File: src/rtl/sig_snoop_pkg.sv
package sig_snoop_pkg;
  localparam int WORD_W = 32;
  localparam int KIND_W = 8;
  localparam int PAY_W  = WORD_W - KIND_W;

  typedef enum logic [KIND_W-1:0] {
    MK_STATUS = 8'h00,
    MK_RESULT = 8'h01,
    MK_DUMP   = 8'h02,
    MK_CREG   = 8'h03
  } msg_kind_e;

  typedef enum logic [1:0] {ST_HDR, ST_DUMP, ST_CREG} dec_state_e;

  function automatic logic [KIND_W-1:0] hdr_kind(input logic [WORD_W-1:0] w);
    return w[KIND_W-1:0];
  endfunction

  function automatic logic [PAY_W-1:0] hdr_payload(input logic [WORD_W-1:0] w);
    return w[WORD_W-1:KIND_W];
  endfunction
endpackage

File: src/rtl/sig_snoop_match.sv
module sig_snoop_match #(
  parameter logic [31:0] SIG_ADDR = 32'h8FFF_FFFC,
  parameter int          BE_W     = 4
) (
  input  logic [31:0]     bus_addr,
  input  logic            bus_we,
  input  logic [BE_W-1:0] bus_be,
  output logic            word_hit
);
  always_comb word_hit = bus_we && (&bus_be) && (bus_addr == SIG_ADDR);
endmodule

File: src/rtl/sig_snoop_dec.sv
module sig_snoop_dec
  import sig_snoop_pkg::*;
#(
  parameter int NGPR  = 32,
  parameter int CSR_W = 12,
  localparam int CW   = $clog2(NGPR + 1),
  localparam int IW   = $clog2(NGPR)
) (
  input  logic              clk,
  input  logic              rst_n,
  input  logic              word_hit,
  input  logic [WORD_W-1:0] word,
  output logic              status_valid,
  output logic [PAY_W-1:0]  status_code,
  output logic              result_valid,
  output logic [PAY_W-1:0]  result_code,
  output logic              gpr_valid,
  output logic [IW-1:0]     gpr_idx,
  output logic [WORD_W-1:0] gpr_data,
  output logic              gpr_done,
  output logic              csr_valid,
  output logic [CSR_W-1:0]  csr_addr,
  output logic [WORD_W-1:0] csr_data,
  output logic              proto_err
);
  dec_state_e    state;
  logic [CW-1:0] remain;
  logic          last_dump_word;

  always_comb last_dump_word = gpr_valid && (gpr_idx == IW'(NGPR - 1));

  always_ff @(posedge clk or negedge rst_n) begin
    if (!rst_n) begin
      state        <= ST_HDR;
      remain       <= '0;
      status_valid <= 1'b0;
      status_code  <= '0;
      result_valid <= 1'b0;
      result_code  <= '0;
      gpr_valid    <= 1'b0;
      gpr_idx      <= '0;
      gpr_data     <= '0;
      gpr_done     <= 1'b0;
      csr_valid    <= 1'b0;
      csr_addr     <= '0;
      csr_data     <= '0;
      proto_err    <= 1'b0;
    end else begin
      status_valid <= 1'b0;
      result_valid <= 1'b0;
      gpr_valid    <= 1'b0;
      csr_valid    <= 1'b0;
      gpr_done     <= last_dump_word;
      if (word_hit) begin
        unique case (state)
          ST_HDR: begin
            case (hdr_kind(word))
              MK_STATUS: begin
                status_valid <= 1'b1;
                status_code  <= hdr_payload(word);
              end
              MK_RESULT: begin
                result_valid <= 1'b1;
                result_code  <= hdr_payload(word);
              end
              MK_DUMP: begin
                state  <= ST_DUMP;
                remain <= CW'(NGPR);
              end
              MK_CREG: begin
                state    <= ST_CREG;
                csr_addr <= word[KIND_W +: CSR_W];
              end
              default: proto_err <= 1'b1;
            endcase
          end
          ST_DUMP: begin
            gpr_valid <= 1'b1;
            gpr_idx   <= IW'(NGPR - int'(remain));
            gpr_data  <= word;
            remain    <= remain - 1'b1;
            if (remain == CW'(1)) state <= ST_HDR;
          end
          ST_CREG: begin
            csr_valid <= 1'b1;
            csr_data  <= word;
            state     <= ST_HDR;
          end
          default: state <= ST_HDR;
        endcase
      end
    end
  end

  a_r10_one_valid: assert property (@(posedge clk) disable iff (!rst_n)
    $onehot0({status_valid, result_valid, gpr_valid, csr_valid}));

  a_r2_no_store_no_pulse: assert property (@(posedge clk) disable iff (!rst_n)
    !word_hit |=> !(status_valid || result_valid || gpr_valid || csr_valid));

  a_r9_err_sticky: assert property (@(posedge clk) disable iff (!rst_n)
    proto_err |=> proto_err);

  a_r7_done_after_last: assert property (@(posedge clk) disable iff (!rst_n)
    gpr_done |-> ($past(gpr_valid) && $past(gpr_idx) == IW'(NGPR - 1)));

  a_r8_pair_from_store: assert property (@(posedge clk) disable iff (!rst_n)
    csr_valid |-> $past(word_hit));

  a_r5_dump_from_store: assert property (@(posedge clk) disable iff (!rst_n)
    gpr_valid |-> $past(word_hit));
endmodule

File: src/rtl/sig_snoop.sv
module sig_snoop
  import sig_snoop_pkg::*;
#(
  parameter logic [31:0] SIG_ADDR = 32'h8FFF_FFFC,
  parameter int          NGPR     = 32,
  parameter int          CSR_W    = 12,
  localparam int         IW       = $clog2(NGPR)
) (
  input  logic              clk,
  input  logic              rst_n,
  input  logic [31:0]       bus_addr,
  input  logic [31:0]       bus_wdata,
  input  logic              bus_we,
  input  logic [3:0]        bus_be,
  output logic              status_valid,
  output logic [23:0]       status_code,
  output logic              result_valid,
  output logic [23:0]       result_code,
  output logic              gpr_valid,
  output logic [IW-1:0]     gpr_idx,
  output logic [31:0]       gpr_data,
  output logic              gpr_done,
  output logic              csr_valid,
  output logic [CSR_W-1:0]  csr_addr,
  output logic [31:0]       csr_data,
  output logic              proto_err
);
  logic word_hit;

  sig_snoop_match #(.SIG_ADDR(SIG_ADDR), .BE_W(4)) u_match (
    .bus_addr (bus_addr),
    .bus_we   (bus_we),
    .bus_be   (bus_be),
    .word_hit (word_hit)
  );

  sig_snoop_dec #(.NGPR(NGPR), .CSR_W(CSR_W)) u_dec (
    .clk          (clk),
    .rst_n        (rst_n),
    .word_hit     (word_hit),
    .word         (bus_wdata),
    .status_valid (status_valid),
    .status_code  (status_code),
    .result_valid (result_valid),
    .result_code  (result_code),
    .gpr_valid    (gpr_valid),
    .gpr_idx      (gpr_idx),
    .gpr_data     (gpr_data),
    .gpr_done     (gpr_done),
    .csr_valid    (csr_valid),
    .csr_addr     (csr_addr),
    .csr_data     (csr_data),
    .proto_err    (proto_err)
  );
endmodule

File: config.mk
export PLATFORM = sky130hd
export DESIGN_NAME = sig_snoop
export DESIGN_NICKNAME = d
export VERILOG_FILES = /design/src/rtl/sig_snoop_pkg.sv /design/src/rtl/sig_snoop_match.sv /design/src/rtl/sig_snoop_dec.sv /design/src/rtl/sig_snoop.sv
export SDC_FILE = /design/constraint.sdc
export NUM_CORES = 1
export LEC_CHECK = 0
export BUFFER_PORTS_ARGS = -buffer_cell sky130_fd_sc_hd__buf_2
export CAP_MARGIN = 20
export CELL_PAD_IN_SITES_DETAIL_PLACEMENT = 2
export CELL_PAD_IN_SITES_GLOBAL_PLACEMENT = 2
export CORE_MARGIN = 2
export CORE_UTILIZATION = 30
export DETAILED_ROUTE_END_ITERATION = 8
export PLACE_DENSITY_LB_ADDON = 0.08
export SLEW_MARGIN = 10
export SYNTH_ARGS = -nofsm -noshare
export SYNTH_HDL_FRONTEND = slang
export SYNTH_SLANG_ARGS = --single-unit
File: constraint.sdc
create_clock -name clk -period 2.2 [get_ports clk]
set_input_delay 0.44 -clock clk [delete_from_list [all_inputs] [get_ports clk]]
set_output_delay 0.44 -clock clk [all_outputs]
set_load 0.1 [all_outputs]
## Yosys cells after proc, flatten, opt, wreduce, memory -nomap -nowiden

Index checks and enable logic that the tools add are counted.

- Output and inout bits: 135
- Bits in writable memories: 0
- ROM bits: 0
- Register bits: 143
- Memories: 0
- Latch bits: 0

- Multiply operators: 0
- Magnitude comparators: 0
- Divide/modulo/power cells: 0
- Bitwise operators: 1
- $add $sub $neg: 2
- Multiplexer cells: 15
- Equality and inequality tests: 11
- Shift-type cells: 0
- Reduce and logical (&&, ||, !) cells: 16

Operators by type and width:

| kind | number |
|---|---|
| $eq A32 B32 Y1 const B | 1 |
| $reduce_and A3 Y1 | 6 |
| $eq A8 B2 Y1 const B | 2 |
| $pmux W6 S2 | 1 |
| $mux W1 | 10 |
| $eq A8 B1 Y1 const B | 1 |
| $logic_not A8 Y1 | 1 |
| $pmux W2 S2 | 2 |
| $eq A6 B1 Y1 const B | 1 |
| $mux W6 | 1 |
| $sub A6 B1 Y6 const B | 1 |
| $eq A5 B5 Y1 const B | 1 |
| $sub A1 B5 Y5 const A | 1 |
| $reduce_and A2 Y1 | 2 |
| $reduce_and A4 Y1 | 1 |
| $reduce_or A4 Y1 | 1 |
| $logic_and A1 B1 Y1 | 3 |
| $ne A3 B3 Y1 const B | 1 |
| $eq A2 B1 Y1 const B | 1 |
| $eq A2 B2 Y1 const B | 1 |
| $logic_not A2 Y1 | 1 |
| $mux W2 | 1 |
| $ne A2 B1 Y1 const B | 1 |
| $ne A2 B2 Y1 const B | 1 |
| 2 further kinds | 2 |

## Longest topological paths before layout

Gate-level depths: netlist of run 1.

- Depth in word-level cells: 4
- Mapped depth: 8
- Depth with buffers taken out: 5

## Hierarchy

A second synthesis of run 1 with hierarchy kept.

- Cell total of the unflattened synthesis: 444
- Area, all modules: 5685.5 µm²

By module, submodules not included:

| module | area an instance (µm²) | seq. area each (µm²) | times used | cells an instance |
|---|---|---|---|---|
| sig_snoop_dec | 5590.4 | 3578.4 | 1 | 431 |
| sig_snoop_match | 95.1 | 0.0 | 1 | 13 |

## Worst setup path after synthesis of run 1

OpenSTA, ideal clock, no wires.

- Kind: input -> register
- From: input bus_wdata[3]
- To: register u_dec.result_code[3]
- Buffers on the path: 1
- Required time: 2.075 ns
- Stages: 6
- Library setup time: 0.125 ns
- Arrival: 2.285 ns
- Slack: -0.210 ns
- Cells stage by stage: or4_4 nor4_4 nand4_1 nor3b_4 buf_6 mux2_2

- Longest elaborated chain between the ends: 2

Ends and longest elaborated chain:

| what | RTL line | source |
|---|---|---|
| start: declaration | sig_snoop.sv:12 | `input logic [31:0] bus_wdata,` |
| $eq A8 B1 Y1 | sig_snoop_dec.sv:57 | `case (hdr_kind(word))` |
| $reduce_and A3 Y1 (no source line) | -- |  |
| end signal: assignment | sig_snoop_dec.sv:64 | `result_code <= hdr_payload(word);` |
| end: declaration | sig_snoop_dec.sv:16 | `output logic [PAY_W-1:0] result_code,` |

Every way passes these cells.
A chain may end at the register's enable or synchronous reset.

## Worst setup path after layout of run 1

- From: input bus_wdata[4]
- To: register u_dec.status_code[22]

- Longest elaborated chain between the ends: 2

Ends and longest elaborated chain:

| what | RTL line | source |
|---|---|---|
| $logic_not A8 Y1 | sig_snoop_dec.sv:57 |  |
| $reduce_and A3 Y1 (no source line) | -- |  |
| end signal: assignment | sig_snoop_dec.sv:60 | `status_code <= hdr_payload(word);` |
| end: declaration | sig_snoop_dec.sv:14 | `output logic [PAY_W-1:0] status_code,` |

Every way passes these cells.

==> results of run 1 <==
[power breakdown]
group	total, mW	leakage [nW]	switching [mW]	internal [mW]
Clock	2.73	0.273	1.14	1.59
Sequential	2.63	1.98	0.00000000000219	2.63
Combinational	0.186	2.28	0.115	0.0710
Total	5.54	4.53	1.25	4.29
[what timing repair did]
action                                  CTS  global route
endpoints found under the setup margin   24            24
gates cloned                              0             3
endpoints found under the hold margin     7             0
hold buffers                              1             0
buffers inserted                          0             3
resized for setup                         4            16
pin swaps                                 1             4
[how the worst min path moves through the flow]
stage / startpoint / slack [ns] / end / cells past startpoint
finish: bus_wdata[20] / 0.31 / u_dec.result_code[12] / 2
global route: bus_wdata[10] / 0.30 / u_dec.result_code[2] / 2
CTS: bus_wdata[20] / 0.28 / u_dec.status_code[12] / 2
detailed placement: rst_n / 0.26 / u_dec.remain[4] / 1
global placement: rst_n / 0.26 / u_dec.remain[4] / 1
floorplan: rst_n / 0.14 / u_dec.csr_addr[0] / 0
[layer usage]
metal / routed length [µm] / global-route usage [%] / up-vias
met1: 7070 / 20.0 / 2119
li1: - / - / 1823
met5: 0 / 0 / -
met4: 296 / 6.40 / 0
met3: 1030 / 5.53 / 23
met2: 8800 / 28.7 / 108
[sequential cells by signal (all words and copies together) (netlist names)]
| signal | count |
|---|---|
| u_dec.state | 2 |
| u_dec.csr_data | 32 |
| u_dec.status_valid | 1 |
| u_dec.result_valid | 1 |
| u_dec.result_code | 24 |
| u_dec.csr_valid | 1 |
| u_dec.gpr_valid | 1 |
| u_dec.proto_err | 1 |
| u_dec.gpr_data | 32 |
| u_dec.gpr_idx | 5 |
| u_dec.remain | 6 |
| u_dec.status_code | 24 |
| u_dec.csr_addr | 12 |
| u_dec.gpr_done | 1 |
[through the flow]
stage                     power, mW  util (%)  cells
after floorplan                2.69         -    371
after global placement         2.86      38.1    848
after detailed placement       2.87      38.1    848
after CTS                      5.64      41.1    881
after global routing           5.78      41.9    887
final                          5.54      41.9    887
[Yosys cell counts (2+ instances only)]
master    number
nor4_4         2
nor3b_1        2
mux2_4        21
mux2_2       104
buf_2          5
inv_1          4
ha_1           3
mux2_1         4
o31ai_1        2
a21oi_1        3
nor2_1         4
dfrtp_1      143
o21ai_0        4
clkbuf_1       3
nor4_1         3
mux2i_1        2
nand2_1        8
nand4b_1       3
nand3_1        3
or3b_1         2
buf_6          6
buf_12         2
clkbuf_2       2
nor3_1         5
nand4_1       10
[worst max-delay path, delay by kind of cell]
family                 cells  cell delay [ns]
muxes                      1             0.30
and+or+nand+nor            4             1.32
buffers and inverters      3             0.42
[logic make-up (layout without fill, tap and decap cells)]
group | count (synthesis) | in the layout | synth area share (%)
buffers and inverters | 23 | 274 | 3.02
AO/OA/AOI/OAI | 14 | 14 | 1.48
flip-flops | 143 | 143 | 61.3
XOR/XNOR | 2 | 2 | 0.300
multiplexers | 131 | 131 | 26.6
adder cells (fa/ha/maj) | 3 | 3 | 0.643
AND/OR/NAND/NOR | 55 | 55 | 6.67
[area by class of cell]
class                           count  area, µm²
Clock buffer                       19        443
Tap cell                          265        332
Multi-Input combinational cell    205       2140
Inverter                            4       15.0
Fill cell                        1989      11200
Clock inverter                     13        114
Sequential cell                   143       3580
Timing Repair Buffer              238       1460
==> results.cfg, run 1 <==
[floorplan]
initial_core_util_pct = 30.3
die_x_um = 143
floorplan.io_pins = 206
die_area_um2 = 20600
die_height_um = 143
floorplan.rows = 51
design.core.area_um2 = 19300

[critical_path]
critical_path.reg2reg.startpoint = u_dec.state[0]
timing.reg2reg.setup_slack_ns = 0.03
timing.critical_path.to = u_dec.status_code[22]
critical_path.endpoint_type = register
cpMaxStageDelayCell = or4_4
timing.reg2reg.worst_path_depth = 7
slowest_delay_ns = 0.56
worstSetupStartpoint = bus_wdata[4]
critical_path_class = in -> reg
worst-endpoint-arrival_ns = 2.51
worst-endpoint-required_ns = 2.49
r2r_end = u_dec.status_code[22]
timing.critical_path.fanout_max = 11
cp_cell_sequence = buf_6, or4_4, nor4_4, buf_4, nand4_1, or3_4, buf_8, mux2_4
cp-start-kind = input port

[yosys]
netlist_top_cells_area = dfrtp_1 61%, mux2_2 20%, mux2_4 5.4%, buf_6 1.2%, nand4_1 1.1%
synth.yosys.seq_area_share_pct = 61.3
synthesis.nets = 445
mean_area_per_synthesized_cell_um2 = 15.7
count_of_yosys_warnings_during_synthesis = 0
synth.ff_latch_count = 143
synth_top_area_share_pct = 61.3
synth-main-ff-cell = dfrtp_1
synth_enable_flop_cells = 0
syn-instance-count = 371
post_synth_num_cell_types = 46
synthesis.area_um2 = 5840
async_reset_ff_share_pct = 100
cell_type_contributing_the_most_total_cell_area_after_synthesis = dfrtp_1

[routing]
via_per_inst = 4.59
drcViolationCount = 0
routed_wl_mm = 17.2
vias = 4073
detailedRoute.firstIterationViolations = 79
postRouteAntennaNets = 0
post_drt_wl_per_cell_um = 19.4
drt_first_pass_iters = 3

[global_route]
overflow = 0
grt_pass1_wl_mm = 26.2
grtUsageTotal_pct = 16.9
largest_net_degree_at_the_start_of_global_routing = 70
initial_antenna_violation_count = 0
first_global_vias = 4575

[place]
io_buffers = 205
place_hpwl_mm = 12.0
place_worst_setup_slack_ns = -0.492
gp_routability_congestion = 0.777
dpl-instance-area_um2 = 7340

[sta]
final_min_period_over_clock_period_pct = 100
slew_viol_final = 0
tightestPinTransition_ns = 0.504
hold_slack_ns = 0.308
min_period_ns = 2.21
max_freq_ghz = 0.452
remaining_max_slew_budget_at_the_tightest_pin_pct = 65.9
worst_clock_skew_ns = 0.00782
final_critical_path_setup_slack_ns = -0.0102
final-setup-viol-count = 9
timing_hold_violations_final = 0
timing.setup.tns_ns = -0.0500

[finish]
nNetsFinal = 683
post_route_cells_drive_above_1_share_pct = 65.4
layout_common_cells = 203 x buf_2, 143 x dfrtp_1, 94 x mux2_2, 33 x mux2_4, 19 x clkbuf_16
layout_commonest_cell = buf_2
layout-area-overhead-vs-synth_pct = 38.5
design_area_um2 = 8080
diodes = 0

[clock_tree]
clk_latency_ns = 0.42
clock_tree_from_tritoncts = yes
clockBufferDepth = 2
number_of_cts_inserted_buffers = 17
cts-htree-levels = 4
clk_root_buffer_cell = clkbuf_16
cts.sink_count = 143
clkSlewWorstSetupHoldPaths_ns = 0.06

[min_path]
min_path_type = in -> reg

[power]
powerDensity_nw_per_um2 = 686
ir_drop_mv = 0.540
cellLeakagePower_nw = 4.53

[status]
failed_checks = negative setup slack
run_status = finished, violations left

[flow_run]
timing.max_cap.violations = 0
No activity file was read; power rests on OpenSTA's default activity.
==> inputs of run 2 (changes only) <==
--- a/config.mk
+++ b/config.mk
@@ -9,10 +9,10 @@
 export CAP_MARGIN = 20
 export CELL_PAD_IN_SITES_DETAIL_PLACEMENT = 2
 export CELL_PAD_IN_SITES_GLOBAL_PLACEMENT = 2
-export CORE_MARGIN = 2
+export CORE_MARGIN = 1
 export CORE_UTILIZATION = 30
 export DETAILED_ROUTE_END_ITERATION = 8
-export PLACE_DENSITY_LB_ADDON = 0.08
+export PLACE_DENSITY_LB_ADDON = 0.1
 export SLEW_MARGIN = 10
 export SYNTH_ARGS = -nofsm -noshare
 export SYNTH_HDL_FRONTEND = slang
==> run 2 against run 1 <==
Die area fell by 2.8%. Total power rose by 2.6%. The flow still finishes with violations (negative setup slack). Worst hold slack got worse by 0.0066 ns.
==> results.cfg, run 2 (synthesized netlist as in run 1, its figures left out) <==
[floorplan]
floorplan.io_pins = 206
initial_core_util_pct = 30.9
design.core.area_um2 = 18900
die_height_um = 141
floorplan.rows = 50
die_area_um2 = 20000
die_x_um = 141

[sta]
remaining_max_slew_budget_at_the_tightest_pin_pct = 65.8
max_freq_ghz = 0.454
final_critical_path_setup_slack_ns = -0.00405
timing_hold_violations_final = 0
grt_setup_unrepaired = true
worst_clock_skew_ns = 0.00419
slew_viol_final = 0
tightestPinTransition_ns = 0.507
min_period_ns = 2.20
final_min_period_over_clock_period_pct = 100
timing.setup.tns_ns = -0.00405
final-setup-viol-count = 1

[clock_tree]
cts-htree-levels = 4
cts.sink_count = 143
post_cts.resized_instances = 0
clockBufferDepth = 2
clkSlewWorstSetupHoldPaths_ns = 0.06
clk_root_buffer_cell = clkbuf_16
clk_latency_ns = 0.41
number_of_cts_inserted_buffers = 17
clock_tree_from_tritoncts = yes

[critical_path]
critical_path.endpoint_type = register
worst-endpoint-required_ns = 2.49
critical_path_class = in -> reg
cp-start-kind = input port
worst-endpoint-arrival_ns = 2.50
timing.reg2reg.worst_path_depth = 6
cp_cell_sequence = buf_2, or4_4, nor4_4, nand4_1, or3_2, buf_4, mux2_4
cpMaxStageDelayCell = or4_4
timing.reg2reg.setup_slack_ns = 0.05
critical_path.reg2reg.startpoint = u_dec.state[0]
r2r_end = u_dec.status_code[5]
slowest_delay_ns = 0.56
timing.critical_path.fanout_max = 12

[power]
cellLeakagePower_nw = 4.48
ir_drop_mv = 0.490
powerDensity_nw_per_um2 = 716

[min_path]
min_from = bus_wdata[24]
whs_endpoint = u_dec.csr_data[24]
min_path_type = in -> reg
hold-path-cell-count = 2

[place]
io_buffers = 205
place_hpwl_mm = 12.2
placed_cells = 847
dpl-instance-area_um2 = 7340
gp_routability_congestion = 0.717

[routing]
postRouteAntennaNets = 0
via_per_inst = 4.55
post_drt_wl_per_cell_um = 18.8
drt_first_pass_iters = 2
detailedRoute.firstIterationViolations = 63
drcViolationCount = 0
routed_wl_mm = 16.6
vias = 4008

[global_route]
grt_pass1_wl_mm = 26.8
largest_net_degree_at_the_start_of_global_routing = 51
initial_antenna_violation_count = 1
grtUsageTotal_pct = 17.8
overflow = 0
first_global_vias = 4702

[status]
failed_checks = negative setup slack
run_status = finished, violations left

[finish]
diodes = 0
layout-area-overhead-vs-synth_pct = 36.0
design_area_um2 = 7940
post_layout_nonfiller_instances = 881
layout_common_cells = 204 x buf_2, 143 x dfrtp_1, 104 x mux2_2, 25 x buf_4, 21 x mux2_4
layout_top_registers = u_dec.csr_data (32), u_dec.gpr_data (32)
layout_commonest_cell = buf_2
nNetsFinal = 682
post_route_cells_drive_above_1_share_pct = 65.1

[flow_run]
timing.max_cap.violations = 0
-- run 2: cell types whose count changed in the layout (fill, tap and decap cells not counted), moves of 3 or more --
cell and delta:
buf_12 -4, buf_4 +7, clkinv_2 -3, inv_6 +4, mux2_2 +10, mux2_4 -12
-- run 2: metal layers --
layer  up-vias  global-route usage, %  routed length, µm
met3        18                   5.43               1010
met1      2060                   21.2               6900
met4         0                   6.17                192
met2       111                   30.4               8450
met5         -                      0                  0
li1       1819                      -                  -
-- run 2: power breakdown --
| group | internal [mW] | switching (mW) |
|---|---|---|
| registers | 2.63 | 0.00000000000221 |
| clock network | 1.69 | 1.18 |
| logic | 0.0725 | 0.115 |
-- run 2: worst max path at each step --
stage                 startpoint               endpoint  slack, ns  depth (start not counted)
global placement    bus_wdata[3]  u_dec.status_code[16]      -0.41                          7
CTS                 bus_wdata[3]   u_dec.status_code[5]     -0.007                          7
detailed placement  bus_wdata[3]   u_dec.status_code[5]      -0.44                          7
floorplan           bus_wdata[3]   u_dec.result_code[3]      -0.21                          6
finish              bus_wdata[3]   u_dec.status_code[5]     -0.004                          7
global route        bus_wdata[3]  u_dec.result_code[21]      -0.04                          7
-- run 2: through the flow --
stage | hold slack (ns) | power [mW] | setup WS [ns] | util, %
2_1_floorplan | 0.144 | 2.69 | -0.210 | -
3_3_place_gp | 0.433 | 2.86 | -0.407 | 38.8
3_5_place_dp | 0.447 | 2.87 | -0.443 | 38.8
4_1_cts | 0.277 | 5.80 | -0.00659 | 42.0
5_1_grt | 0.296 | 5.91 | -0.0391 | 42.0
6_report | 0.301 | 5.69 | -0.00405 | 42.0
-- run 2: final cells by class --
class | instances | area (µm²)
fill | 1933 | 11000
sequential | 143 | 3580
multi-input combinational | 205 | 2090
timing repair buffer | 237 | 1350
clock buffer | 18 | 429
tap | 260 | 325
clock inverter | 14 | 155
inverter | 4 | 15.0
-- run 2: timing repair --
action	CTS	global route
hold buffers	1	0
cloned	0	0
setup endpoints to repair	1	43
buffers inserted	0	1
endpoints found under the hold margin	33	0
-- run 2: worst max-delay path: cells and delay by family --
kind | cells | cell delay (ns)
and+or+nand+nor | 4 | 1.40
buffers and inverters | 2 | 0.33
muxes | 1 | 0.32
